### src/rtl/e1f_pkg.sv
package e1f_pkg;

  localparam int TS_BITS = 8;
  localparam int NAT_W   = TS_BITS - 3;
  localparam int NIB_W   = TS_BITS / 2;

  localparam logic [TS_BITS-2:0] FAS_TAIL = 7'b0011011;

  typedef enum logic [1:0] {
    SK_TS0  = 2'd0,
    SK_SIG  = 2'd1,
    SK_CHAN = 2'd2
  } slot_kind_e;

  function automatic logic [TS_BITS-1:0] fas_word(input logic b1);
    return {b1, FAS_TAIL};
  endfunction

  function automatic logic [TS_BITS-1:0] nfas_word(input logic b1, input logic alarm,
                                                   input logic [NAT_W-1:0] nat);
    return {b1, 1'b1, alarm, nat};
  endfunction

  function automatic logic [TS_BITS-1:0] mfas_word(input logic y);
    return {{NIB_W{1'b0}}, 1'b1, y, 1'b1, 1'b1};
  endfunction

  function automatic logic [TS_BITS-1:0] cas_word(input logic [NIB_W-1:0] hi,
                                                  input logic [NIB_W-1:0] lo);
    return {hi, lo};
  endfunction

endpackage

### src/rtl/e1f_pos_counter.sv
module e1f_pos_counter #(
  parameter int N_TS  = 32,
  parameter int N_FRM = 16,
  localparam int BIT_W = $clog2(e1f_pkg::TS_BITS),
  localparam int TS_W  = $clog2(N_TS),
  localparam int FRM_W = $clog2(N_FRM)
) (
  input  logic             clk,
  input  logic             rst_n,
  input  logic             mf_align_n,
  output logic [BIT_W-1:0] cur_bit,
  output logic [TS_W-1:0]  cur_ts,
  output logic [FRM_W-1:0] cur_frm,
  output logic [TS_W-1:0]  nxt_ts,
  output logic [FRM_W-1:0] nxt_frm,
  output logic             slot_load,
  output logic             ts_req
);
  logic [BIT_W-1:0] bit_d;
  logic             last_bit, last_ts, last_frm;

  assign last_bit = cur_bit == BIT_W'(e1f_pkg::TS_BITS - 1);
  assign last_ts  = cur_ts  == TS_W'(N_TS - 1);
  assign last_frm = cur_frm == FRM_W'(N_FRM - 1);

  always_comb begin
    bit_d   = last_bit ? '0 : cur_bit + 1'b1;
    nxt_ts  = last_bit ? (last_ts ? '0 : cur_ts + 1'b1) : cur_ts;
    nxt_frm = (last_bit && last_ts) ? (last_frm ? '0 : cur_frm + 1'b1) : cur_frm;
    if (!mf_align_n) begin
      bit_d   = '0;
      nxt_ts  = '0;
      nxt_frm = '0;
    end
  end

  assign slot_load = last_bit || !mf_align_n;
  assign ts_req    = last_bit && mf_align_n;

  always_ff @(posedge clk or negedge rst_n) begin
    if (!rst_n) begin
      cur_bit <= BIT_W'(e1f_pkg::TS_BITS - 1);
      cur_ts  <= TS_W'(N_TS - 1);
      cur_frm <= FRM_W'(N_FRM - 1);
    end else begin
      cur_bit <= bit_d;
      cur_ts  <= nxt_ts;
      cur_frm <= nxt_frm;
    end
  end
endmodule

### src/rtl/e1f_ts0_gen.sv
module e1f_ts0_gen (
  input  logic                       odd_frame,
  input  logic                       crc_en,
  input  logic                       crc_bit,
  input  logic                       rai,
  input  logic [e1f_pkg::NAT_W-1:0]  nat_bits,
  output logic [e1f_pkg::TS_BITS-1:0] word
);
  logic b1;

  assign b1   = crc_en ? crc_bit : 1'b1;
  assign word = odd_frame ? e1f_pkg::nfas_word(b1, rai, nat_bits) : e1f_pkg::fas_word(b1);
endmodule

### src/rtl/e1f_ts16_gen.sv
module e1f_ts16_gen #(
  parameter int N_TS  = 32,
  parameter int N_FRM = 16,
  localparam int BIT_W    = $clog2(e1f_pkg::TS_BITS),
  localparam int TS_W     = $clog2(N_TS),
  localparam int FRM_W    = $clog2(N_FRM),
  localparam int CH_W     = $clog2(2 * N_FRM - 1),
  localparam int FETCH_TS = N_TS / 2 - 1
) (
  input  logic                        clk,
  input  logic                        rst_n,
  input  logic                        ccs_en,
  input  logic                        mf_rai,
  input  logic [BIT_W-1:0]            cur_bit,
  input  logic [TS_W-1:0]             cur_ts,
  input  logic [FRM_W-1:0]            cur_frm,
  input  logic [FRM_W-1:0]            nxt_frm,
  output logic                        sig_rd,
  output logic [CH_W-1:0]             sig_addr,
  input  logic [e1f_pkg::NIB_W-1:0]   sig_data,
  output logic [e1f_pkg::TS_BITS-1:0] word
);
  logic                      fetch_slot;
  logic [e1f_pkg::NIB_W-1:0] sig_hi_q, sig_lo_q;

  assign fetch_slot = (cur_ts == TS_W'(FETCH_TS)) && (cur_frm != '0) && !ccs_en;
  assign sig_rd     = fetch_slot && (cur_bit < BIT_W'(2));
  assign sig_addr   = CH_W'(cur_frm) + (cur_bit[0] ? CH_W'(N_FRM - 1) : CH_W'(0));

  always_ff @(posedge clk or negedge rst_n) begin
    if (!rst_n) begin
      sig_hi_q <= '0;
      sig_lo_q <= '0;
    end else if (fetch_slot) begin
      if (cur_bit == BIT_W'(1)) sig_hi_q <= sig_data;
      if (cur_bit == BIT_W'(2)) sig_lo_q <= sig_data;
    end
  end

  assign word = (nxt_frm == '0) ? e1f_pkg::mfas_word(mf_rai)
                                : e1f_pkg::cas_word(sig_hi_q, sig_lo_q);
endmodule

### src/rtl/e1f_shifter.sv
module e1f_shifter #(
  parameter int W = 8
) (
  input  logic         clk,
  input  logic         rst_n,
  input  logic         load,
  input  logic [W-1:0] word_in,
  output logic         ser_out
);
  logic [W-1:0] sh_q;

  always_ff @(posedge clk or negedge rst_n) begin
    if (!rst_n)    sh_q <= '0;
    else if (load) sh_q <= word_in;
    else           sh_q <= {sh_q[W-2:0], 1'b0};
  end

  assign ser_out = sh_q[W-1];
endmodule

### src/rtl/e1_tx_framer.sv
module e1_tx_framer #(
  parameter int N_TS  = 32,
  parameter int N_FRM = 16,
  localparam int TS_W = $clog2(N_TS),
  localparam int CH_W = $clog2(2 * N_FRM - 1)
) (
  input  logic                        clk,
  input  logic                        rst_n,
  input  logic                        mf_align_n,
  input  logic                        ccs_en,
  input  logic [e1f_pkg::TS_BITS-1:0] in_data,
  output logic                        ts_req,
  output logic [TS_W-1:0]             req_ts,
  input  logic                        crc_en,
  input  logic                        crc_bit,
  input  logic                        rai,
  input  logic [e1f_pkg::NAT_W-1:0]   nat_bits,
  input  logic                        mf_rai,
  output logic                        sig_rd,
  output logic [CH_W-1:0]             sig_addr,
  input  logic [e1f_pkg::NIB_W-1:0]   sig_data,
  output logic                        tx_bit
);
  import e1f_pkg::*;

  localparam int BIT_W = $clog2(TS_BITS);
  localparam int FRM_W = $clog2(N_FRM);
  localparam int TS16  = N_TS / 2;

  logic [BIT_W-1:0]   cur_bit;
  logic [TS_W-1:0]    cur_ts, nxt_ts;
  logic [FRM_W-1:0]   cur_frm, nxt_frm;
  logic               slot_load;
  logic [TS_BITS-1:0] ts0_word, ts16_word, load_word;
  slot_kind_e         kind;
  logic               ts16_ccs_q;

  e1f_pos_counter #(.N_TS(N_TS), .N_FRM(N_FRM)) u_pos (
    .clk(clk), .rst_n(rst_n), .mf_align_n(mf_align_n),
    .cur_bit(cur_bit), .cur_ts(cur_ts), .cur_frm(cur_frm),
    .nxt_ts(nxt_ts), .nxt_frm(nxt_frm), .slot_load(slot_load), .ts_req(ts_req)
  );

  e1f_ts0_gen u_ts0 (
    .odd_frame(nxt_frm[0]), .crc_en(crc_en), .crc_bit(crc_bit),
    .rai(rai), .nat_bits(nat_bits), .word(ts0_word)
  );

  e1f_ts16_gen #(.N_TS(N_TS), .N_FRM(N_FRM)) u_ts16 (
    .clk(clk), .rst_n(rst_n), .ccs_en(ccs_en), .mf_rai(mf_rai),
    .cur_bit(cur_bit), .cur_ts(cur_ts), .cur_frm(cur_frm), .nxt_frm(nxt_frm),
    .sig_rd(sig_rd), .sig_addr(sig_addr), .sig_data(sig_data), .word(ts16_word)
  );

  assign req_ts = nxt_ts;

  always_comb begin
    if (nxt_ts == '0)                 kind = SK_TS0;
    else if (nxt_ts == TS_W'(TS16))   kind = ccs_en ? SK_CHAN : SK_SIG;
    else                              kind = SK_CHAN;
    unique case (kind)
      SK_TS0:  load_word = ts0_word;
      SK_SIG:  load_word = ts16_word;
      default: load_word = in_data;
    endcase
  end

  always_ff @(posedge clk or negedge rst_n) begin
    if (!rst_n)                                  ts16_ccs_q <= 1'b0;
    else if (slot_load && nxt_ts == TS_W'(TS16)) ts16_ccs_q <= ccs_en;
  end

  e1f_shifter #(.W(TS_BITS)) u_shift (
    .clk(clk), .rst_n(rst_n), .load(slot_load), .word_in(load_word), .ser_out(tx_bit)
  );
endmodule

### config.mk
export PLATFORM = sky130hd
export DESIGN_NAME = e1_tx_framer
export DESIGN_NICKNAME = d
export VERILOG_FILES = /design/src/rtl/e1f_pkg.sv /design/src/rtl/e1f_pos_counter.sv /design/src/rtl/e1f_ts0_gen.sv /design/src/rtl/e1f_ts16_gen.sv /design/src/rtl/e1f_shifter.sv /design/src/rtl/e1_tx_framer.sv
export SDC_FILE = /design/constraint.sdc
export NUM_CORES = 1
export LEC_CHECK = 0
export BUFFER_PORTS_ARGS = -buffer_cell sky130_fd_sc_hd__buf_2
export CORE_UTILIZATION = 28
export DETAILED_ROUTE_END_ITERATION = 8
export PLACE_DENSITY = 0.46
export SLEW_MARGIN = 20
export SYNTH_ARGS = -nofsm -noshare
export SYNTH_HDL_FRONTEND = slang
export SYNTH_SLANG_ARGS = --single-unit
### constraint.sdc
create_clock -name clk -period 3.6 [get_ports clk]
set_clock_uncertainty 0.2 [all_clocks]
set_input_delay 1.08 -clock clk [delete_from_list [all_inputs] [get_ports clk]]
set_output_delay 1.08 -clock clk [all_outputs]
set_load 0.02 [all_outputs]
# --- Word-level counts from Yosys, hierarchy flattened ---
# Cells that the tools add are included.
# Widths: inputs -> output; s select.
word_totals:
  ff_bits: 28
  latch_bits: 0
  ramBits: 0
  rom_bits: 0
  inputBits: 25
  out_inout_bits: 13
  elab_cells: 50
  mem_count: 0
classes:
  n_addsub: 4
  n_mul: 0
  div_mod_pow: 0
  order_cmp: 1
  n_eq_ne: 8
  n_shift: 0
  n_mux: 17
  bitwise_logic: 0
  n_reduce_logical: 14
op_table:
  columns: ["operator", "n"]
  rows:
  - ["$mux 4", 4]
  - ["$mux 8", 2]
  - ["$pmux 8 s2", 1]
  - ["$mux 5", 3]
  - ["$eq 5x5->1 const B", 2]
  - ["$mux 7", 1]
  - ["$mux 2", 3]
  - ["$mux 3", 2]
  - ["$add 4x5->5", 1]
  - ["$add 5x1->5 const B", 1]
  - ["$eq 5x4->1 const B", 1]
  - ["$logic_and 1x1->1", 5]
  - ["$logic_not 5->1", 1]
  - ["$add 4x1->4 const B", 1]
  - ["$eq 4x4->1 const B", 1]
  - ["$logic_not 4->1", 1]
  - ["$reduce_and 2->1", 2]
  - ["$reduce_bool 4->1", 1]
  - ["$add 3x1->3 const B", 1]
  - ["$eq 3x1->1 const B", 1]
  - ["$eq 3x2->1 const B", 1]
  - ["$eq 3x3->1 const B", 1]
  - ["$lt 3x2->1 const B", 1]
  - ["$eq 2x1->1 const B", 1]
  - ["other kinds (4)", 5]

# --- Logic depth before layout (Yosys ltp) ---
logic_depth:
  depth_word: 10
  depth_mapped: 10
  mapped_depth_nobuf: 10

# --- Modules after synthesis ---
# Synthesis repeated with hierarchy kept, for this count alone.
hier_totals:
  cells_unflattened: 169
  area_unflattened_um2: 1873.0
modules_own_cells:
  columns: ["module", "instances", "cells_per_inst", "area_per_inst_um2", "seq_area_each_um2"]
  rows:
  - ["e1f_pos_counter", 1, 54, 628.1, 315.3]
  - ["e1f_ts16_gen", 1, 49, 595.6, 200.2]
  - ["e1f_shifter", 1, 17, 324.1, 200.2]
  - ["e1_tx_framer", 1, 40, 266.5, 0.0]
  - ["e1f_ts0_gen", 1, 9, 58.8, 0.0]

# --- Worst setup path after synthesis ---
# Ideal clock, no wire load.
synth_path:
  kind: "input-to-output"
  start: "input mf_align_n"
  end: "output req_ts[1]"
  t_arrival_ps: 2007
  required_ps: 2320
  setup_slack_ps: 313
  cell_stages: 3
  path_buffers: 1
  path_cell_list: "buf_2 -> nand2_1 -> o32ai_1"
synth_between:
  elab_chain_cells: 1
synth_lines:
  columns: ["item", "line", "text"]
  rows:
  - ["start: declaration", "e1_tx_framer.sv:9", "input logic mf_align_n,"]
  - ["$mux 5", "e1f_pos_counter.sv:30", "if (!mf_align_n) begin"]
  - ["end: declaration", "e1_tx_framer.sv:13", "output logic [TS_W-1:0] req_ts,"]
# No other way between the ends.

# --- Worst setup path after layout ---
layout_path:
  start: "register u_pos.cur_ts[0]"
  end: "output req_ts[0]"
layout_between:
  elab_chain_cells: 4
  elab_cells_between_ends: 5
  cone_classes: "1 x add/sub; 1 x eq/ne; 3 x mux"
layout_lines:
  columns: ["item", "line", "text"]
  rows:
  - ["start: declaration", "e1f_pos_counter.sv:12", "output logic [TS_W-1:0] cur_ts,"]
  - ["start signal: assignment", "e1f_pos_counter.sv:43", "cur_ts <= TS_W'(N_TS - 1);"]
  - ["start signal: assignment", "e1f_pos_counter.sv:47", "cur_ts <= nxt_ts;"]
  - ["$add 5x1->5 or $eq 5x5->1 (tied branches)", "e1f_pos_counter.sv:28, e1f_pos_counter.sv:23", null]
  - ["$mux 5", "e1f_pos_counter.sv:28", "nxt_ts = last_bit ? (last_ts ? '0 : cur_ts + 1'b1) : cur_ts;"]
  - ["$mux 5 (*)", "e1f_pos_counter.sv:28", null]
  - ["$mux 5 (*)", "e1f_pos_counter.sv:30", null]
# Every way passes the cells marked *; elsewhere a longest branch is shown, timed or not.

==> impl_metrics.tcl <==
set metrics [dict create \
    outcome "complete, no violations" \
    dp_cells 283 \
    root_buffer "clkbuf_8" \
    ant_nets 0 \
    cts_resized 0 \
    cp_cell_sequence "ha_1, and3_1, ha_1, or3b_2, a21oi_2, buf_2" \
    die_y_um 80.07 \
    seqPwrFrac_pct 51.2 \
    postSynth.asyncResetShare_pct 100.0 \
    initial_utilization_pct 29.00 \
    max_freq_mhz 287.4 \
    core-area_um2 5886 \
    critPathMaxStageDelay_ns 0.46 \
    min_period_over_period_pct 96.64 \
    setup_slack_ns 0.1209 \
    cts_buffers 3 \
    synth_seq_cells 28 \
    p_clk_share_pct 39.2 \
    m1WireLength_mm 2.065 \
    ys_seq_area_share_pct 41.94 \
    powerDensity_nw_per_um2 311.9 \
    crit_path_frequent_cell "ha_1" \
    grt_pass1_vias 1309 \
    rsz0062_at_grt "no" \
    wl_mm 4.143 \
    die_x_um 80.07 \
    antenna_found_initial 0 \
    drtIter0Drc 71 \
    yosysWarnings 0 \
    slew_headroom_pct 55.88 \
    drv_cap 0 \
    ctsHoldBuffers 0 \
    holdWs_ns 0.2970 \
    dpl_cell_area_um2 1984 \
    synth-edff-count 0 \
    grt_max_degree 29 \
    power_mw 0.6470 \
    slew_viol_final 0 \
    grt_overflow 0 \
    maxUsedRoutingLayer "met4" \
    drc 0 \
    post_drt_wl_per_cell_um 14.44 \
    area_growth_pct 21.55 \
    io_pins 38 \
    rows 28 \
    fin_area_um2 2074 \
    syn-cell-area_um2 1707 \
    slowest_stage "or3b_2" \
    p_int_mw 0.5000 \
    clockBufferDepth 2 \
    min_path_type "reg2reg" \
    clock_latency_ns 0.28 \
    final_cell_count_no_fill 287 \
    synth_area_per_cell_um2 9.980 \
    grtUsageTotal_pct 13.42 \
    peakVddDrop_mv 0.1358 \
    leakage_nw 0.9730 \
    num_antenna_cells 0 \
    h-tree-depth 1 \
    cts_tree "built" \
    syn_nets 211 \
    cp-start-kind "flip-flop" \
    switching_share_pct 22.72 \
    die-area_um2 6411 \
    wl_met3_um 123 \
    tightest_slew_ns 0.6617 \
    postCtsSetupBuffers 0 \
    hold_violations 0 \
    dr.pass1.iters 4 \
    fin_crit_ns 3.479 \
    cpLargestDelayFamily "simple AND/OR/NAND/NOR gates" \
    dp_hpwl_mm 3.155 \
    vias 1361 \
    grt_pass1_wl_mm 6.499 \
    ys_types 46 \
    io_buffers 37 \
    crit_required_ns 2.32 \
    final_nets 253 \
    dp_slack_ns 0.3336 \
    r2r_slack_ns 0.54 \
    clk_pin_slew_worst_paths_ns 0.10 \
    place.gp.congestion 0.7283 \
    cp_max_fo 4 \
    p_comb_share_pct 9.6 \
    fillers 620 \
    path_class "reg2out" \
    final_util_pct 35.25 \
    worst_setup_path_end_kind "output port" \
    syn_inst 171 \
    vias_per_cell 4.742 \
    wl_met2_mm 1.938 \
    worst-path-buf-inv 1 \
    critPathArrivalTime_ns 2.20 \
    cts_sinks 28 \
    p_sw_mw 0.1470 \
    synth_flop_cell "dfrtp_1" \
    setup_viol 0 \
    drive_above_1_share_pct 36.79 \
    final.setup.tns_ns 0 \
]
## cell families after synthesis
| kind of cell | after synthesis | share of synthesized area, % |
|---|---|---|
| buffers and inverters | 19 | 5.131 |
| and+or+nand+nor | 62 | 18.99 |
| xor gates and xnor gates | 5 | 2.566 |
| AOI/OAI and AO/OA | 33 | 14.08 |
| adders and majority gates | 15 | 11.44 |
| DFF | 28 | 41.94 |
| muxes | 9 | 5.865 |
## power groups by stage
stage	Sequential, mW	Combinational, mW	Clock [mW]
detailed placement	0.337	0.0633	0
global placement	0.337	0.0630	0
global route	0.333	0.0707	0.272
finish	0.331	0.0622	0.253
CTS	0.332	0.0636	0.264
floorplan	0.337	0.0307	0
## Yosys cell counts (3+ instances only)
library cell	instances	share of area, %
a21oi_1	6	1.8
a31oi_1	4	1.5
nand4_1	4	1.5
dfrtp_1	16	23
ha_1	14	10
xnor2_1	3	1.5
nand2_1	15	3.3
dfstp_2	12	18
nand3_1	7	2.1
inv_1	14	3.1
mux2_2	8	5.3
nand2b_1	5	1.8
o21ai_0	8	2.3
nor2_1	16	3.5
## state kept, by name, indices dropped and copies added, names as in the netlist
register	cells
u_shift.sh_q	8
u_pos.cur_ts	5
u_pos.cur_frm	4
u_ts16.sig_hi_q	4
u_ts16.sig_lo_q	4
u_pos.cur_bit	3
## metal layers
layer	GRT usage [%]	vias up
met3	1.705	2
met2	21.54	25
met1	19.27	656
met4	2.679	0
li1	-	678
met5	0	-
## cell usage in the layout (no fill, tap or decap), drive strengths merged, types with 2 or more instances in the layout
cell type,count
and2,2
clkbuf,3
a41oi,2
dfrtp,16
xor2,2
a31oi,4
nor2,16
nand3,8
dfstp,12
nand2,15
or4,2
a21oi,7
xnor2,3
nand4,4
ha,14
nand2b,6
nor3,3
mux2,8
o21ai,9
inv,15
o211ai,2
buf,41
o2bb2ai,2
## cell type report
| class | count | area [µm²] | share of cell area, % |
|---|---|---|---|
| inverter | 15 | 56.30 | 2.714 |
| tap | 75 | 93.84 | 4.524 |
| clock buffer | 3 | 41.29 | 1.990 |
| clock inverter | 1 | 30.03 | 1.448 |
| timing repair buffer | 41 | 215.2 | 10.37 |
| multi-input combinational | 124 | 922.1 | 44.45 |
| sequential | 28 | 715.7 | 34.50 |
## tightest hold or removal path, delay by kind of cell (launching register included)
family / cells / cell delay, ns
flip-flops: 1 / 0.33
AND/OR/NAND/NOR: 2 / 0.14
## final timing paths
kind,from,to,depth (start not counted)
max,u_pos.cur_ts[0]$_DFF_PN1_,req_ts[0],6
min,u_shift.sh_q[6]$_DFF_PN0_,u_shift.sh_q[7]$_DFF_PN0_,2
max reg2reg,u_pos.cur_ts[0]$_DFF_PN1_,u_shift.sh_q[4]$_DFF_PN0_,10
min reg2reg,u_shift.sh_q[6]$_DFF_PN0_,u_shift.sh_q[7]$_DFF_PN0_,2
max in group asynchronous,rst_n,u_shift.sh_q[3]$_DFF_PN0_,1
min in group asynchronous,rst_n,u_shift.sh_q[0]$_DFF_PN0_,1
Power figures use the tool's default switching activity.
